**src/rtl/rxr_pkg.sv**
```systemverilog
`timescale 1ns/1ps
package rxr_pkg;
   typedef enum logic [2:0] {
      ST_IDLE,
      ST_SCAN,
      ST_COPY,
      ST_LEN_HI,
      ST_LEN_LO,
      ST_STAT,
      ST_DROP
   } rxr_state_e;

   localparam logic [7:0] DESC_FREE = 8'h80;
   localparam logic [7:0] DESC_DONE = 8'h03;
   localparam int unsigned DESC_BYTES = 8;
   localparam int unsigned STAT_OFS = 2;
   localparam int unsigned LEN_OFS = 6;
endpackage

```
**src/rtl/rxr_addr_map.sv**
```systemverilog
`timescale 1ns/1ps
module rxr_addr_map #(
   parameter int unsigned ADDR_W     = 32,
   parameter int unsigned IDX_W      = 4,
   parameter int unsigned HDR_BYTES  = 24,
   parameter int unsigned DESC_BYTES = 8,
   parameter int unsigned BUF_BYTES  = 1544,
   parameter int unsigned BUF_OFS    = 24986
) (
   input  logic [ADDR_W-1:0] base_i,
   input  logic [IDX_W-1:0]  idx_i,
   output logic [ADDR_W-1:0] desc_o,
   output logic [ADDR_W-1:0] buf_o
);
   localparam int unsigned DESC_SH = $clog2(DESC_BYTES);

   assign desc_o = base_i + ADDR_W'(HDR_BYTES) + (ADDR_W'(idx_i) << DESC_SH);

   generate
      if ((BUF_BYTES & (BUF_BYTES - 1)) == 0) begin : g_buf_shift
         localparam int unsigned BUF_SH = $clog2(BUF_BYTES);
         assign buf_o = base_i + ADDR_W'(BUF_OFS) + (ADDR_W'(idx_i) << BUF_SH);
      end else begin : g_buf_mul
         assign buf_o = base_i + ADDR_W'(BUF_OFS) + ADDR_W'(idx_i) * ADDR_W'(BUF_BYTES);
      end
   endgenerate
endmodule

```
**src/rtl/rxr_len_ctr.sv**
```systemverilog
`timescale 1ns/1ps
module rxr_len_ctr #(
   parameter int unsigned LEN_W = 11,
   parameter int unsigned LIMIT = 1544
) (
   input  logic             clk,
   input  logic             rst_n,
   input  logic             clr_i,
   input  logic             inc_i,
   output logic [LEN_W-1:0] cnt_o,
   output logic             full_o
);
   always_ff @(posedge clk or negedge rst_n) begin
      if (!rst_n)
         cnt_o <= '0;
      else if (clr_i)
         cnt_o <= '0;
      else if (inc_i && !full_o)
         cnt_o <= cnt_o + LEN_W'(1);
   end

   assign full_o = (cnt_o == LEN_W'(LIMIT));
endmodule

```
**src/rtl/rxr_engine.sv**
```systemverilog
`timescale 1ns/1ps
module rxr_engine #(
   parameter int unsigned ADDR_W    = 32,
   parameter int unsigned RING_LOG2 = 4,
   parameter int unsigned BUF_BYTES = 1544,
   parameter int unsigned HDR_BYTES = 24,
   parameter int unsigned PAD_BYTES = 2
) (
   input  logic              clk,
   input  logic              rst_n,
   input  logic              stop_i,
   input  logic [ADDR_W-1:0] ring_base_i,
   input  logic              frm_valid_i,
   input  logic              frm_first_i,
   input  logic              frm_last_i,
   input  logic [7:0]        frm_data_i,
   output logic              frm_ready_o,
   output logic              mem_req_o,
   output logic              mem_we_o,
   output logic [ADDR_W-1:0] mem_addr_o,
   output logic [7:0]        mem_wdata_o,
   input  logic              mem_ack_i,
   input  logic [7:0]        mem_rdata_i,
   output logic              rx_int_o,
   output logic              miss_o
);
   import rxr_pkg::*;

   localparam int unsigned ENTRIES = 1 << RING_LOG2;
   localparam int unsigned IDX_W   = RING_LOG2;
   localparam int unsigned LEN_W   = $clog2(BUF_BYTES + 1);
   localparam int unsigned BUF_OFS = HDR_BYTES + 2 * ENTRIES * DESC_BYTES
                                     + ENTRIES * BUF_BYTES + PAD_BYTES;

   generate
      if (BUF_BYTES < 1 || BUF_BYTES > 65535) begin : g_bad_buf
         $error("rxr_engine: buffer size must fit the 16-bit length field");
      end
      if (RING_LOG2 < 1 || RING_LOG2 > 8) begin : g_bad_ring
         $error("rxr_engine: ring size out of range");
      end
      if (ADDR_W < 16) begin : g_bad_addr
         $error("rxr_engine: address too narrow");
      end
   endgenerate

   rxr_state_e        state_q;
   logic [IDX_W-1:0]  ptr_q;
   logic [IDX_W-1:0]  cur_q;
   logic [IDX_W-1:0]  tries_q;
   logic              pend_q;
   logic              last_q;
   logic [7:0]        wbyte_q;
   logic              rint_q;
   logic              miss_q;

   logic [ADDR_W-1:0] desc_a;
   logic [ADDR_W-1:0] buf_a;
   logic [LEN_W-1:0]  cnt;
   logic              full;
   logic              cnt_clr;
   logic              cnt_inc;
   logic [15:0]       len16;

   rxr_addr_map #(
      .ADDR_W(ADDR_W), .IDX_W(IDX_W), .HDR_BYTES(HDR_BYTES),
      .DESC_BYTES(DESC_BYTES), .BUF_BYTES(BUF_BYTES), .BUF_OFS(BUF_OFS)
   ) u_map (
      .base_i(ring_base_i), .idx_i(cur_q), .desc_o(desc_a), .buf_o(buf_a)
   );

   rxr_len_ctr #(.LEN_W(LEN_W), .LIMIT(BUF_BYTES)) u_cnt (
      .clk(clk), .rst_n(rst_n), .clr_i(cnt_clr), .inc_i(cnt_inc),
      .cnt_o(cnt), .full_o(full)
   );

   assign len16   = 16'(cnt);
   assign cnt_clr = (state_q == ST_SCAN) && mem_ack_i && (mem_rdata_i == DESC_FREE);
   assign cnt_inc = (state_q == ST_COPY) && pend_q && mem_ack_i;

   always_comb begin
      mem_req_o   = 1'b0;
      mem_we_o    = 1'b0;
      mem_addr_o  = desc_a + ADDR_W'(STAT_OFS);
      mem_wdata_o = 8'h00;
      frm_ready_o = 1'b0;
      unique case (state_q)
         ST_SCAN: mem_req_o = 1'b1;
         ST_COPY: begin
            mem_req_o   = pend_q;
            mem_we_o    = 1'b1;
            mem_addr_o  = buf_a + ADDR_W'(cnt);
            mem_wdata_o = wbyte_q;
            frm_ready_o = !pend_q;
         end
         ST_LEN_HI: begin
            mem_req_o   = 1'b1;
            mem_we_o    = 1'b1;
            mem_addr_o  = desc_a + ADDR_W'(LEN_OFS);
            mem_wdata_o = len16[15:8];
         end
         ST_LEN_LO: begin
            mem_req_o   = 1'b1;
            mem_we_o    = 1'b1;
            mem_addr_o  = desc_a + ADDR_W'(LEN_OFS + 1);
            mem_wdata_o = len16[7:0];
         end
         ST_STAT: begin
            mem_req_o   = 1'b1;
            mem_we_o    = 1'b1;
            mem_wdata_o = DESC_DONE;
         end
         ST_DROP: frm_ready_o = 1'b1;
         default: ;
      endcase
   end

   always_ff @(posedge clk or negedge rst_n) begin
      if (!rst_n) begin
         state_q <= ST_IDLE;
         ptr_q   <= '0;
         cur_q   <= '0;
         tries_q <= '0;
         pend_q  <= 1'b0;
         last_q  <= 1'b0;
         wbyte_q <= 8'h00;
         rint_q  <= 1'b0;
         miss_q  <= 1'b0;
      end else begin
         rint_q <= 1'b0;
         miss_q <= 1'b0;
         unique case (state_q)
            ST_IDLE: begin
               if (frm_valid_i && frm_first_i) begin
                  cur_q   <= ptr_q;
                  tries_q <= '0;
                  state_q <= stop_i ? ST_DROP : ST_SCAN;
               end
            end
            ST_SCAN: begin
               if (mem_ack_i) begin
                  if (mem_rdata_i == DESC_FREE) begin
                     pend_q  <= 1'b0;
                     state_q <= ST_COPY;
                  end else if (tries_q == IDX_W'(ENTRIES - 1)) begin
                     miss_q  <= 1'b1;
                     state_q <= ST_DROP;
                  end else begin
                     cur_q   <= cur_q + IDX_W'(1);
                     tries_q <= tries_q + IDX_W'(1);
                  end
               end
            end
            ST_COPY: begin
               if (pend_q) begin
                  if (mem_ack_i) begin
                     pend_q <= 1'b0;
                     if (last_q) state_q <= ST_LEN_HI;
                  end
               end else if (frm_valid_i) begin
                  last_q <= frm_last_i;
                  if (!full) begin
                     pend_q  <= 1'b1;
                     wbyte_q <= frm_data_i;
                  end else if (frm_last_i) begin
                     state_q <= ST_LEN_HI;
                  end
               end
            end
            ST_LEN_HI: if (mem_ack_i) state_q <= ST_LEN_LO;
            ST_LEN_LO: if (mem_ack_i) state_q <= ST_STAT;
            ST_STAT: begin
               if (mem_ack_i) begin
                  ptr_q   <= cur_q + IDX_W'(1);
                  rint_q  <= 1'b1;
                  state_q <= ST_IDLE;
               end
            end
            ST_DROP: if (frm_valid_i && frm_last_i) state_q <= ST_IDLE;
            default: state_q <= ST_IDLE;
         endcase
      end
   end

   assign rx_int_o = rint_q;
   assign miss_o   = miss_q;
endmodule

```
**config.mk**
```make
export PLATFORM = sky130hd
export DESIGN_NAME = rxr_engine
export DESIGN_NICKNAME = d
export VERILOG_FILES = /design/src/rtl/rxr_pkg.sv /design/src/rtl/rxr_addr_map.sv /design/src/rtl/rxr_len_ctr.sv /design/src/rtl/rxr_engine.sv
export SDC_FILE = /design/constraint.sdc
export NUM_CORES = 1
export LEC_CHECK = 0
export BUFFER_PORTS_ARGS = -buffer_cell sky130_fd_sc_hd__buf_2
export CORE_MARGIN = 1.5
export CORE_UTILIZATION = 52
export CTS_BUF_LIST = sky130_fd_sc_hd__clkbuf_16
export DETAILED_ROUTE_END_ITERATION = 10
export GPL_ROUTABILITY_DRIVEN = 1
export GPL_TIMING_DRIVEN = 0
export PLACE_DENSITY_LB_ADDON = 0.1
export SETUP_SLACK_MARGIN = 0.05
export SLEW_MARGIN = 20
export SYNTH_ARGS = -nofsm -noshare
export SYNTH_HDL_FRONTEND = slang
export SYNTH_SLANG_ARGS = --single-unit
```
**constraint.sdc**
```tcl
create_clock -name clk -period 5.55 [get_ports clk]
set_clock_uncertainty 0.05 [all_clocks]
set_input_delay 0.555 -clock clk [delete_from_list [all_inputs] [get_ports clk]]
set_output_delay 0.555 -clock clk [all_outputs]
set_load 0.05 [all_outputs]
```
==> results_dict.tcl <==
set metrics [dict create \
    status "finished clean" \
    htreeDepth 2 \
    rows 38 \
    ff2ff_path_depth 10 \
    via_count 6686 \
    min_period_ps 5330 \
    setup_slack_ps 217 \
    clkPwrFrac_pct 5.8 \
    p_total_mw 4.56 \
    synthCells 807 \
    final_layout_size_suffix_gt1_share_pct 17.5 \
    syn_area_sq_um 5980 \
    irDropWorstVdd_uv 515 \
    seq_area_frac_synth_pct 15.9 \
    synth_area_per_cell_sq_um 7.41 \
    r2r_slack_ps 2380 \
    wl_per_cell_microns 18.9 \
    place_congestion 0.899 \
    stdcell_area_sq_um 6960 \
    hold_ws_ps 323 \
    maxSlewViolCount 0 \
    finalSetupTns_ps 0 \
    fin_nets 1035 \
    slew_headroom_pct 27.4 \
    placed_cell_area_sq_um 6640 \
    root_buffer "clkbuf_16" \
    ios 100 \
    grt_overflow_total 0 \
    timing.fmax_ghz 0.188 \
    placedCellCount 1041 \
    yosys_warnings 0 \
    hpwl_microns 15700 \
    via_per_inst 6.33 \
    grt_pass1_vias 6165 \
    power_density_nw_per_um2 654 \
    worstPathMaxFanout 7 \
    port_buffers 94 \
    cap_violations 0 \
    grt_usage_pct 32.4 \
    synth.distinct_cells 72 \
    dieWidth_microns 110 \
    tightest_slew_ps 1080 \
    postLayoutCoreUtil_pct 63.1 \
    grt_pass1_wl_microns 30200 \
    synthArstFlopShare_pct 100 \
    leakage_nw 3.06 \
    r2r-end "u_cnt.cnt_o[9]" \
    cts_tree "yes" \
    intPower_mw 1.74 \
    comb_power_share_pct 83.5 \
    grt_setup_unrepaired "no" \
    cp-end-kind "output port" \
    ant_nets 0 \
    switchingPower_mw 2.82 \
    wl_microns 20000 \
    grt_antenna_before_repair 0 \
    antenna_cells 0 \
    fp.dieH_microns 110 \
    first_iter_violations 656 \
    die_area_sq_um 12100 \
    start_util_pct 54.2 \
    required_ps 4950 \
    min_path_type "in2async" \
    setup_violations 0 \
    drc 0 \
    clock_insertion_delay_worst_skew_ps 280 \
    syn_nets 927 \
    core_sq_um 11000 \
    worstSetupPathType "reg2out" \
    finalHoldViolations 0 \
    clk_path_buf_depth 2 \
    p_seq_share_pct 10.7 \
    worstSetupStartpointType "flop" \
    grt_max_degree 39 \
    ys_seq_elements 38 \
    r2r-start "state_q[2]" \
    synth_edf_count 0 \
    switching_share_pct 61.9 \
    ctsHoldBuffers 0 \
    clk_pin_slew_ps 60 \
    worst_ep_arrival_time_ps 4730 \
    dp_slack_ps -343 \
    drt_first_pass_iters 6 \
    synth_ff_type "dfrtp_1" \
    cts.sinks 38 \
    area_growth_syn_to_layout_pct 16.5 \
    numCtsBuffers 5 \
    timing.final.crit_share_pct 96.1 \
    final_cells 1056 \
]
[how the worst max path moves through the flow]
stage | from | to | cells after the start
floorplan | ring_base_i[4] | mem_addr_o[23] | 14
global placement | ring_base_i[4] | mem_addr_o[15] | 18
detailed placement | ring_base_i[4] | mem_addr_o[29] | 17
CTS | cur_q[1] | mem_addr_o[28] | 16
global route | cur_q[1] | mem_addr_o[26] | 16
finish | cur_q[2] | mem_addr_o[28] | 19
[layout by cell type, fill, tap and decap left out, types with 9 or more instances in the layout]
cell / netlist / layout
nand2_1: 84 / 84
xor2_1: 38 / 38
nand3_1: 36 / 35
fa_1: 11 / 11
buf_2: 6 / 99
nand2b_1: 12 / 12
dfrtp_1: 38 / 36
nor3_1: 26 / 24
inv_1: 53 / 54
o221ai_1: 12 / 11
clkbuf_1: 23 / 23
nand4_1: 13 / 13
mux2_2: 10 / 10
xnor2_1: 35 / 35
and2_1: 16 / 16
o21ai_0: 47 / 47
ha_1: 54 / 52
nor2_1: 71 / 71
nor4_1: 15 / 11
o22ai_1: 14 / 14
a21oi_1: 53 / 53
buf_4: 2 / 9
[power by group through the flow]
stage,Combinational (mW),Sequential [mW],Clock (mW)
finish,3.80,0.486,0.266
CTS,3.72,0.482,0.271
floorplan,2.82,0.458,0
global route,4.09,0.498,0.281
detailed placement,3.69,0.487,0
global placement,3.62,0.479,0
[layout make-up]
cell class	instances	area, sq um
plain buffers	34	151
clock buffers	5	125
clock inverters	3	12.5
fillers	1036	4070
inverters	53	199
multi-input cells	682	4820
flip-flops and latches	38	953
well taps	140	175
repair buffers	101	529
[layer usage]
| layer | share of wire, % | GRT usage, % |
|---|---|---|
| met1 | 41 | 39.8 |
| met2 | 50 | 59.0 |
| met3 | 6.4 | 2.41 |
| met4 | 2.7 | 11.9 |
| met5 | 0 | 0 |
[kinds of logic after synthesis]
| group | synth area share, % |
|---|---|
| AO/OA/AOI/OAI | 22.3 |
| XOR/XNOR | 10.7 |
| adder cells (fa/ha/maj) | 15.0 |
| buffers and inverters | 5.86 |
| flip-flops | 15.9 |
| multiplexers | 3.06 |
| AND/OR/NAND/NOR | 27.2 |
[worst max-delay path, stage by stage (launching register included)]
cell,delay (ps)
dfrtp_2,450
inv_1,80
ha_1,270
inv_1,40
ha_1,310
ha_1,220
xnor2_1,280
ha_1,300
inv_1,60
ha_1,230
ha_1,350
nand2_1,110
nand3_1,90
o211a_1,260
a311o_1,450
nand2_1,150
nor2_1,70
xor2_1,170
a221o_1,400
buf_6,170
[flip-flops by register name, summed over array words and instances, names as in the netlist]
register     flops
cur_q            4
last_q           1
miss_o           1
pend_q           1
ptr_q            4
rx_int_o         1
state_q          3
tries_q          4
u_cnt.cnt_o     11
wbyte_q          8
[synth_stat cells (all sizes together), types with 5 or more instances]
library cell / instances / area, sq um
mux2: 10 / 113
nor2: 71 / 267
inv: 53 / 199
nand2: 86 / 328
and3: 5 / 31.3
ha: 54 / 676
nand3: 37 / 198
mux2i: 7 / 70.1
or4: 7 / 56.3
a211o: 7 / 61.3
nor4: 18 / 131
xnor2: 35 / 307
fa: 11 / 220
o211ai: 8 / 60.1
nand2b: 12 / 75.1
o21ai: 49 / 245
nor3: 26 / 130
xor2: 38 / 333
buf: 10 / 60.1
a21oi: 53 / 265
and2: 17 / 106
o221ai: 12 / 105
clkbuf: 24 / 91.3
nand4: 13 / 81.3
a211oi: 5 / 37.5
a21o: 7 / 52.6
o22ai: 14 / 87.6
a22oi: 8 / 60.1
dfrtp: 38 / 951
a31oi: 9 / 56.3
o31ai: 7 / 52.6
or3: 7 / 43.8
[timing repair]
| item | in CTS | in global routing |
|---|---|---|
| endpoints found under the hold margin | 0 | 0 |
| buffers inserted | 3 | 4 |
| gates resized for setup | 2 | 23 |
| pin swaps | 2 | 4 |
| setup endpoints to repair | 17 | 16 |
Note: power is estimated with default switching activity, not from simulation.
